===== src/rtl/mtrap_pkg.sv =====
package mtrap_pkg;
  localparam int NIRQ = 3;
  // interrupt class index; code and enable/pending bit position = 4*idx+3
  localparam int IX_SW  = 0;
  localparam int IX_TMR = 1;
  localparam int IX_EXT = 2;

  localparam logic [11:0] A_STATUS = 12'h300;
  localparam logic [11:0] A_IE     = 12'h304;
  localparam logic [11:0] A_TVEC   = 12'h305;
  localparam logic [11:0] A_EPC    = 12'h341;
  localparam logic [11:0] A_CAUSE  = 12'h342;
  localparam logic [11:0] A_IP     = 12'h344;

  localparam int ST_GIE  = 3;
  localparam int ST_PIE  = 7;
  localparam int ST_PPLO = 11;

  localparam logic [1:0] PRIV_U = 2'd0;
  localparam logic [1:0] PRIV_M = 2'd3;

  function automatic int irq_bitpos(int idx);
    return 4 * idx + 3;
  endfunction

  // fixed priority: external, then software, then timer
  function automatic logic [NIRQ-1:0] irq_pick(logic [NIRQ-1:0] m);
    logic [NIRQ-1:0] s;
    s = '0;
    if (m[IX_EXT])      s[IX_EXT] = 1'b1;
    else if (m[IX_SW])  s[IX_SW]  = 1'b1;
    else if (m[IX_TMR]) s[IX_TMR] = 1'b1;
    return s;
  endfunction

  function automatic logic [1:0] legal_priv(logic [1:0] p);
    return (p == PRIV_M) ? PRIV_M : PRIV_U;
  endfunction
endpackage


===== src/rtl/mtrap_irq_arb.sv =====
module mtrap_irq_arb
  import mtrap_pkg::*;
(
  input  logic            clk,
  input  logic            rst_n,
  input  logic [NIRQ-1:0] pend,
  input  logic [NIRQ-1:0] en,
  input  logic            gie,
  output logic            take,
  output logic [3:0]      code,
  output logic [NIRQ-1:0] sel
);
  logic [NIRQ-1:0] masked;

  for (genvar i = 0; i < NIRQ; i++) begin : g_mask
    assign masked[i] = pend[i] & en[i] & gie;
  end

  assign sel  = irq_pick(masked);
  assign take = |sel;

  always_comb begin
    code = '0;
    for (int i = 0; i < NIRQ; i++)
      if (sel[i]) code = 4'(irq_bitpos(i));
  end

  AST_SEL_ONEHOT: assert property (@(posedge clk) disable iff (!rst_n)
    $onehot0(sel));
  AST_EXT_FIRST: assert property (@(posedge clk) disable iff (!rst_n)
    (gie && pend[IX_EXT] && en[IX_EXT]) |-> sel[IX_EXT]);
endmodule


===== src/rtl/mtrap_csr_regs.sv =====
module mtrap_csr_regs
  import mtrap_pkg::*;
#(
  parameter int XLEN   = 32,
  parameter int CODE_W = 5
) (
  input  logic              clk,
  input  logic              rst_n,
  input  logic              trap_en,
  input  logic              trap_is_irq,
  input  logic [CODE_W-1:0] trap_code,
  input  logic [XLEN-1:0]   trap_pc,
  input  logic              mret_en,
  input  logic              wr_en,
  input  logic [11:0]       addr,
  input  logic [XLEN-1:0]   wr_data,
  input  logic [NIRQ-1:0]   lines,
  output logic [XLEN-1:0]   rd_data,
  output logic [XLEN-1:0]   vec_base,
  output logic [XLEN-1:0]   epc,
  output logic              gie,
  output logic [NIRQ-1:0]   ie,
  output logic [1:0]        priv
);
  logic [XLEN-3:0]   tvec_q;
  logic [XLEN-1:0]   epc_q;
  logic              cause_irq_q;
  logic [CODE_W-1:0] cause_code_q;
  logic              gie_q, pie_q;
  logic [1:0]        pp_q, priv_q;
  logic [NIRQ-1:0]   ie_q;
  logic [XLEN-1:0]   status_rd, ie_rd, ip_rd, cause_rd;

  function automatic logic [XLEN-1:0] spread(logic [NIRQ-1:0] v);
    logic [XLEN-1:0] r;
    r = '0;
    for (int i = 0; i < NIRQ; i++) r[irq_bitpos(i)] = v[i];
    return r;
  endfunction

  function automatic logic [NIRQ-1:0] gather(logic [XLEN-1:0] w);
    logic [NIRQ-1:0] r;
    for (int i = 0; i < NIRQ; i++) r[i] = w[irq_bitpos(i)];
    return r;
  endfunction

  always_ff @(posedge clk) begin
    if (!rst_n) begin
      tvec_q <= '0; epc_q <= '0; cause_irq_q <= 1'b0; cause_code_q <= '0;
      gie_q <= 1'b0; pie_q <= 1'b0; pp_q <= PRIV_U; priv_q <= PRIV_M; ie_q <= '0;
    end else begin
      if (wr_en && addr == A_TVEC) tvec_q <= wr_data[XLEN-1:2];
      if (wr_en && addr == A_IE)   ie_q   <= gather(wr_data);
      if (trap_en) begin
        epc_q        <= trap_pc;
        cause_irq_q  <= trap_is_irq;
        cause_code_q <= trap_code;
        pie_q        <= gie_q;
        gie_q        <= 1'b0;
        pp_q         <= priv_q;
        priv_q       <= PRIV_M;
      end else if (mret_en) begin
        gie_q  <= pie_q;
        pie_q  <= 1'b1;
        priv_q <= pp_q;
        pp_q   <= PRIV_U;
      end else if (wr_en) begin
        if (addr == A_EPC) epc_q <= wr_data;
        if (addr == A_CAUSE) begin
          cause_irq_q  <= wr_data[XLEN-1];
          cause_code_q <= wr_data[CODE_W-1:0];
        end
        if (addr == A_STATUS) begin
          gie_q <= wr_data[ST_GIE];
          pie_q <= wr_data[ST_PIE];
          pp_q  <= legal_priv(wr_data[ST_PPLO+1:ST_PPLO]);
        end
      end
      if (wr_en && (trap_en || mret_en) && addr == A_EPC && !trap_en)
        epc_q <= wr_data; // saved PC stays software-writable across a return
    end
  end

  always_comb begin
    status_rd = '0;
    status_rd[ST_GIE] = gie_q;
    status_rd[ST_PIE] = pie_q;
    status_rd[ST_PPLO+1:ST_PPLO] = pp_q;
    ie_rd = spread(ie_q);
    ip_rd = spread(lines);
    cause_rd = '0;
    cause_rd[CODE_W-1:0] = cause_code_q;
    cause_rd[XLEN-1] = cause_irq_q;
    unique case (addr)
      A_STATUS: rd_data = status_rd;
      A_IE:     rd_data = ie_rd;
      A_TVEC:   rd_data = {tvec_q, 2'b00};
      A_EPC:    rd_data = epc_q;
      A_CAUSE:  rd_data = cause_rd;
      A_IP:     rd_data = ip_rd;
      default:  rd_data = '0;
    endcase
  end

  assign vec_base = {tvec_q, 2'b00};
  assign epc      = epc_q;
  assign gie      = gie_q;
  assign ie       = ie_q;
  assign priv     = priv_q;

  AST_EPC_CAPTURE: assert property (@(posedge clk) disable iff (!rst_n)
    trap_en |=> epc_q == $past(trap_pc));
  AST_ENTRY_MASKS: assert property (@(posedge clk) disable iff (!rst_n)
    trap_en |=> !gie_q && pie_q == $past(gie_q));
  AST_ENTRY_PRIV: assert property (@(posedge clk) disable iff (!rst_n)
    trap_en |=> priv_q == PRIV_M && pp_q == $past(priv_q));
  AST_CAUSE_TAG: assert property (@(posedge clk) disable iff (!rst_n)
    trap_en |=> cause_irq_q == $past(trap_is_irq));
  AST_RETURN_POP: assert property (@(posedge clk) disable iff (!rst_n)
    mret_en |=> gie_q == $past(pie_q) && pie_q && priv_q == $past(pp_q));
endmodule


===== src/rtl/mtrap_ctrl.sv =====
module mtrap_ctrl
  import mtrap_pkg::*;
#(
  parameter int XLEN   = 32,
  parameter int CODE_W = 5
) (
  input  logic              clk,
  input  logic              rst_n,
  input  logic              exc_req,
  input  logic [CODE_W-1:0] exc_code,
  input  logic [XLEN-1:0]   cur_pc,
  input  logic              mret_req,
  input  logic              irq_sw,
  input  logic              irq_tmr,
  input  logic              irq_ext,
  input  logic              csr_we,
  input  logic [11:0]       csr_addr,
  input  logic [XLEN-1:0]   csr_wdata,
  output logic [XLEN-1:0]   csr_rdata,
  output logic              redir_valid,
  output logic [XLEN-1:0]   redir_pc,
  output logic [1:0]        priv
);
  logic [NIRQ-1:0]   lines, ie, sel;
  logic              gie, irq_take, trap_en, trap_is_irq, mret_en;
  logic [3:0]        irq_code;
  logic [CODE_W-1:0] trap_code;
  logic [XLEN-1:0]   vec_base, epc;

  always_comb begin
    lines = '0;
    lines[IX_SW]  = irq_sw;
    lines[IX_TMR] = irq_tmr;
    lines[IX_EXT] = irq_ext;
  end

  mtrap_irq_arb u_arb (
    .clk(clk), .rst_n(rst_n), .pend(lines), .en(ie), .gie(gie),
    .take(irq_take), .code(irq_code), .sel(sel)
  );

  assign trap_en     = exc_req | irq_take;
  assign trap_is_irq = !exc_req;
  assign trap_code   = exc_req ? exc_code : CODE_W'(irq_code);
  assign mret_en     = mret_req & !trap_en;

  mtrap_csr_regs #(.XLEN(XLEN), .CODE_W(CODE_W)) u_regs (
    .clk(clk), .rst_n(rst_n),
    .trap_en(trap_en), .trap_is_irq(trap_is_irq), .trap_code(trap_code),
    .trap_pc(cur_pc), .mret_en(mret_en),
    .wr_en(csr_we), .addr(csr_addr), .wr_data(csr_wdata), .lines(lines),
    .rd_data(csr_rdata), .vec_base(vec_base), .epc(epc),
    .gie(gie), .ie(ie), .priv(priv)
  );

  assign redir_valid = trap_en | mret_en;
  assign redir_pc    = trap_en ? vec_base : epc;

  AST_IRQ_GATED: assert property (@(posedge clk) disable iff (!rst_n)
    (|sel) |-> gie);
  AST_VEC_ALIGNED: assert property (@(posedge clk) disable iff (!rst_n)
    trap_en |-> redir_pc[1:0] == 2'b00);
  AST_RET_TARGET: assert property (@(posedge clk) disable iff (!rst_n)
    (mret_req && !exc_req && !(|sel)) |-> redir_valid && redir_pc == epc);
endmodule


===== config.mk =====
export PLATFORM = sky130hd
export DESIGN_NAME = mtrap_ctrl
export DESIGN_NICKNAME = d
export VERILOG_FILES = /design/src/rtl/mtrap_pkg.sv /design/src/rtl/mtrap_irq_arb.sv /design/src/rtl/mtrap_csr_regs.sv /design/src/rtl/mtrap_ctrl.sv
export SDC_FILE = /design/constraint.sdc
export NUM_CORES = 1
export LEC_CHECK = 0
export BUFFER_PORTS_ARGS = -buffer_cell sky130_fd_sc_hd__buf_2
export CORE_ASPECT_RATIO = 0.7
export CORE_MARGIN = 4
export CORE_UTILIZATION = 56
export CTS_CLUSTER_SIZE = 12
export DETAILED_ROUTE_END_ITERATION = 7
export HOLD_SLACK_MARGIN = 0.08
export PLACE_DENSITY = 0.86
export SLEW_MARGIN = 20
export SYNTH_ARGS = -nofsm -noshare
export SYNTH_HDL_FRONTEND = slang
export SYNTH_HIERARCHICAL = 1
export SYNTH_SLANG_ARGS = --single-unit

===== constraint.sdc =====
create_clock -name clk -period 5.7 [get_ports clk]
set_clock_uncertainty 0.05 [all_clocks]
set_input_delay 0.285 -clock clk [delete_from_list [all_inputs] [get_ports clk]]
set_output_delay 0.285 -clock clk [all_outputs]
set_load 0.01 [all_outputs]

==> impl_metrics.ini <==
[logic_synthesis]
syn_area_per_cell_um2 = 9.16
yosys_warnings = 6
syn-cell-area_um2 = 4970
netlist_instances = 543

[drt]
wl_met3_um = 1610
dr.pass1.iters = 5
ant_nets = 0
wirelength_um = 15400
wl_per_cell_um = 19.6
drc_errors = 0
vias_per_cell = 6.27
wl_met2_um = 7170
drt_iter0_markers = 530
highest_layer = met4
num_vias = 4916
met1_length_um = 6260

[clock_network]
cts-resized-gates = 0
cts-hold-fix-buffers = 0
numCtsBuffers = 9
clockRootBuffer = clkbuf_16
cts_tree = built
htree_levels = 3
ctsLongestPathBuffers = 2
path_clk_slew_ns = 0.06
clock_latency_ns = 0.34
clock_sinks = 77
postCtsSetupBuffers = 0

[cells_and_area]
layout.nets = 748
syn_to_final_growth_pct = 19.1
diodes = 0
fillCellCount = 655
drive_gt1_share_pct = 44.0

[global_routing]
grt_overflow = 0
grt_util_all_layers_pct = 28.5
grt_pass1_wl_um = 23800
grt_max_degree = 63
grt_pass1_vias = 4816
antenna_found_initial = 0

[die]
start_util_pct = 58.2
dieArea_um2 = 10500
io_pins = 156
dieHeight_um = 86.8
core_area_um2 = 8550
rows = 28
die_x_um = 121

[setup_path]
start_kind = flop
end_kind = flop
crit_required_ns = 5.88
critPathMaxFanout = 45
critical_path_class = reg2reg
cp.arrival_ns = 3.93

[place]
dp_hpwl_um = 10300
io_buffers = 155
gp_congestion = 0.929

[power]
comb_power_share_pct = 14.0
sw_frac_of_total_pct = 25.6
p_int_mw = 1.02
power_frac_clock_pct = 43.8
power_density_nw_per_um2 = 231
leakage_nw = 2.51
seqPwrFrac_pct = 42.2
p_sw_mw = 0.350
vdd_ir_drop_max_uv = 155

[sta]
finalHoldViolations = 0
rsz0062_at_grt = no
timing.slew.headroom_pct = 25.6
period_share_pct = 65.9
slew_violations = 0
setup_viol = 0
period_minus_slack_ns = 3.76
hold_ws_ns = 0.156
tightest_slew_ns = 1.12
tns_ns = 0
max_freq_ghz = 0.266

[status]
status = complete, no violations

[worst_hold_path]
min_path_type = in2reg

[job]
max_cap_violations = 0
## power by group through the flow
| stage | registers [mW] | clock network (mW) | logic [mW] |
|---|---|---|---|
| finish | 0.576 | 0.598 | 0.191 |
| global placement | 0.585 | 0 | 0.180 |
| floorplan | 0.582 | 0 | 0.122 |
| CTS | 0.575 | 0.602 | 0.189 |
| detailed placement | 0.587 | 0 | 0.187 |
| global route | 0.578 | 0.625 | 0.205 |
## worst paths after layout
check	startpoint	to	slack, ns	cells after the start
max	u_regs/gie$_SDFFE_PP0P_	u_regs/pie_q$_SDFFE_PN0P_	1.94	8
min	csr_wdata[25]	u_regs/tvec_q[23]$_SDFFE_PN0P_	0.16	3
max reg2reg	u_regs/gie$_SDFFE_PP0P_	u_regs/pie_q$_SDFFE_PN0P_	1.94	8
min reg2reg	u_regs/cause_code_q[4]$_SDFFE_PN0P_	u_regs/cause_code_q[4]$_SDFFE_PN0P_	0.41	2
## registers in the layout (all words and copies together), names as in the netlist
| register | count |
|---|---|
| u_regs/tvec_q | 30 |
| u_regs/priv | 2 |
| u_regs/gie | 1 |
| u_regs/cause_code_q | 5 |
| u_regs/cause_irq_q | 1 |
| u_regs/pie_q | 1 |
| u_regs/pp_q | 2 |
| u_regs/ie | 3 |
| u_regs/epc | 32 |
## worst max-delay path: stages (launching register included)
cell and delay (ns):
dfxtp_1 0.39, inv_1 0.09, a31oi_1 0.57, nor2_8 0.32, inv_2 0.77, inv_1 0.76, o211ai_1 0.38, a21oi_1 0.08
a41o_1 0.22
## routing by layer
layer / global-route usage, % / vias to the layer above
met5: 0 / -
met2: 47.2 / 312
met4: 12.4 / 0
met1: 35.6 / 2320
li1: - / 2241
met3: 6.85 / 43
## through the flow
| step | worst slack (ns) | util (%) | instances | power, mW | cell area, um2 |
|---|---|---|---|---|---|
| after floorplan | 3.30 | - | 544 | 0.704 | 4980 |
| final | 1.94 | 69.3 | 784 | 1.37 | 5920 |
| after detailed placement | 2.03 | 65.6 | 768 | 0.773 | 5610 |
| after global routing | 1.76 | 69.3 | 784 | 1.41 | 5920 |
| after CTS | 2.05 | 69.3 | 784 | 1.37 | 5920 |
| after global placement | 2.17 | 65.6 | 768 | 0.765 | 5610 |
## cell type report
cell class              count  area (um2)  share of cell area (%)
multi-input cells         401        3060                    51.7
flip-flops and latches     77        1540                    26.0
repair buffers            162         828                    14.0
clock buffers              13         270                    4.56
well taps                 120         150                    2.54
clock inverters             3        42.5                   0.718
inverters                   8        30.0                   0.507
## layout by cell type, fill, tap and decap left out, types with 15 or more instances in the layout
cell and count:
a22o_1 25, buf_2 155, dfxtp_1 77, mux2_2 15, mux2_4 28, nand2_1 49, nand4_1 34, nor3_1 37
nor3_2 30, nor3b_2 29, o21ai_0 68
Power figures use the tool's default switching activity.
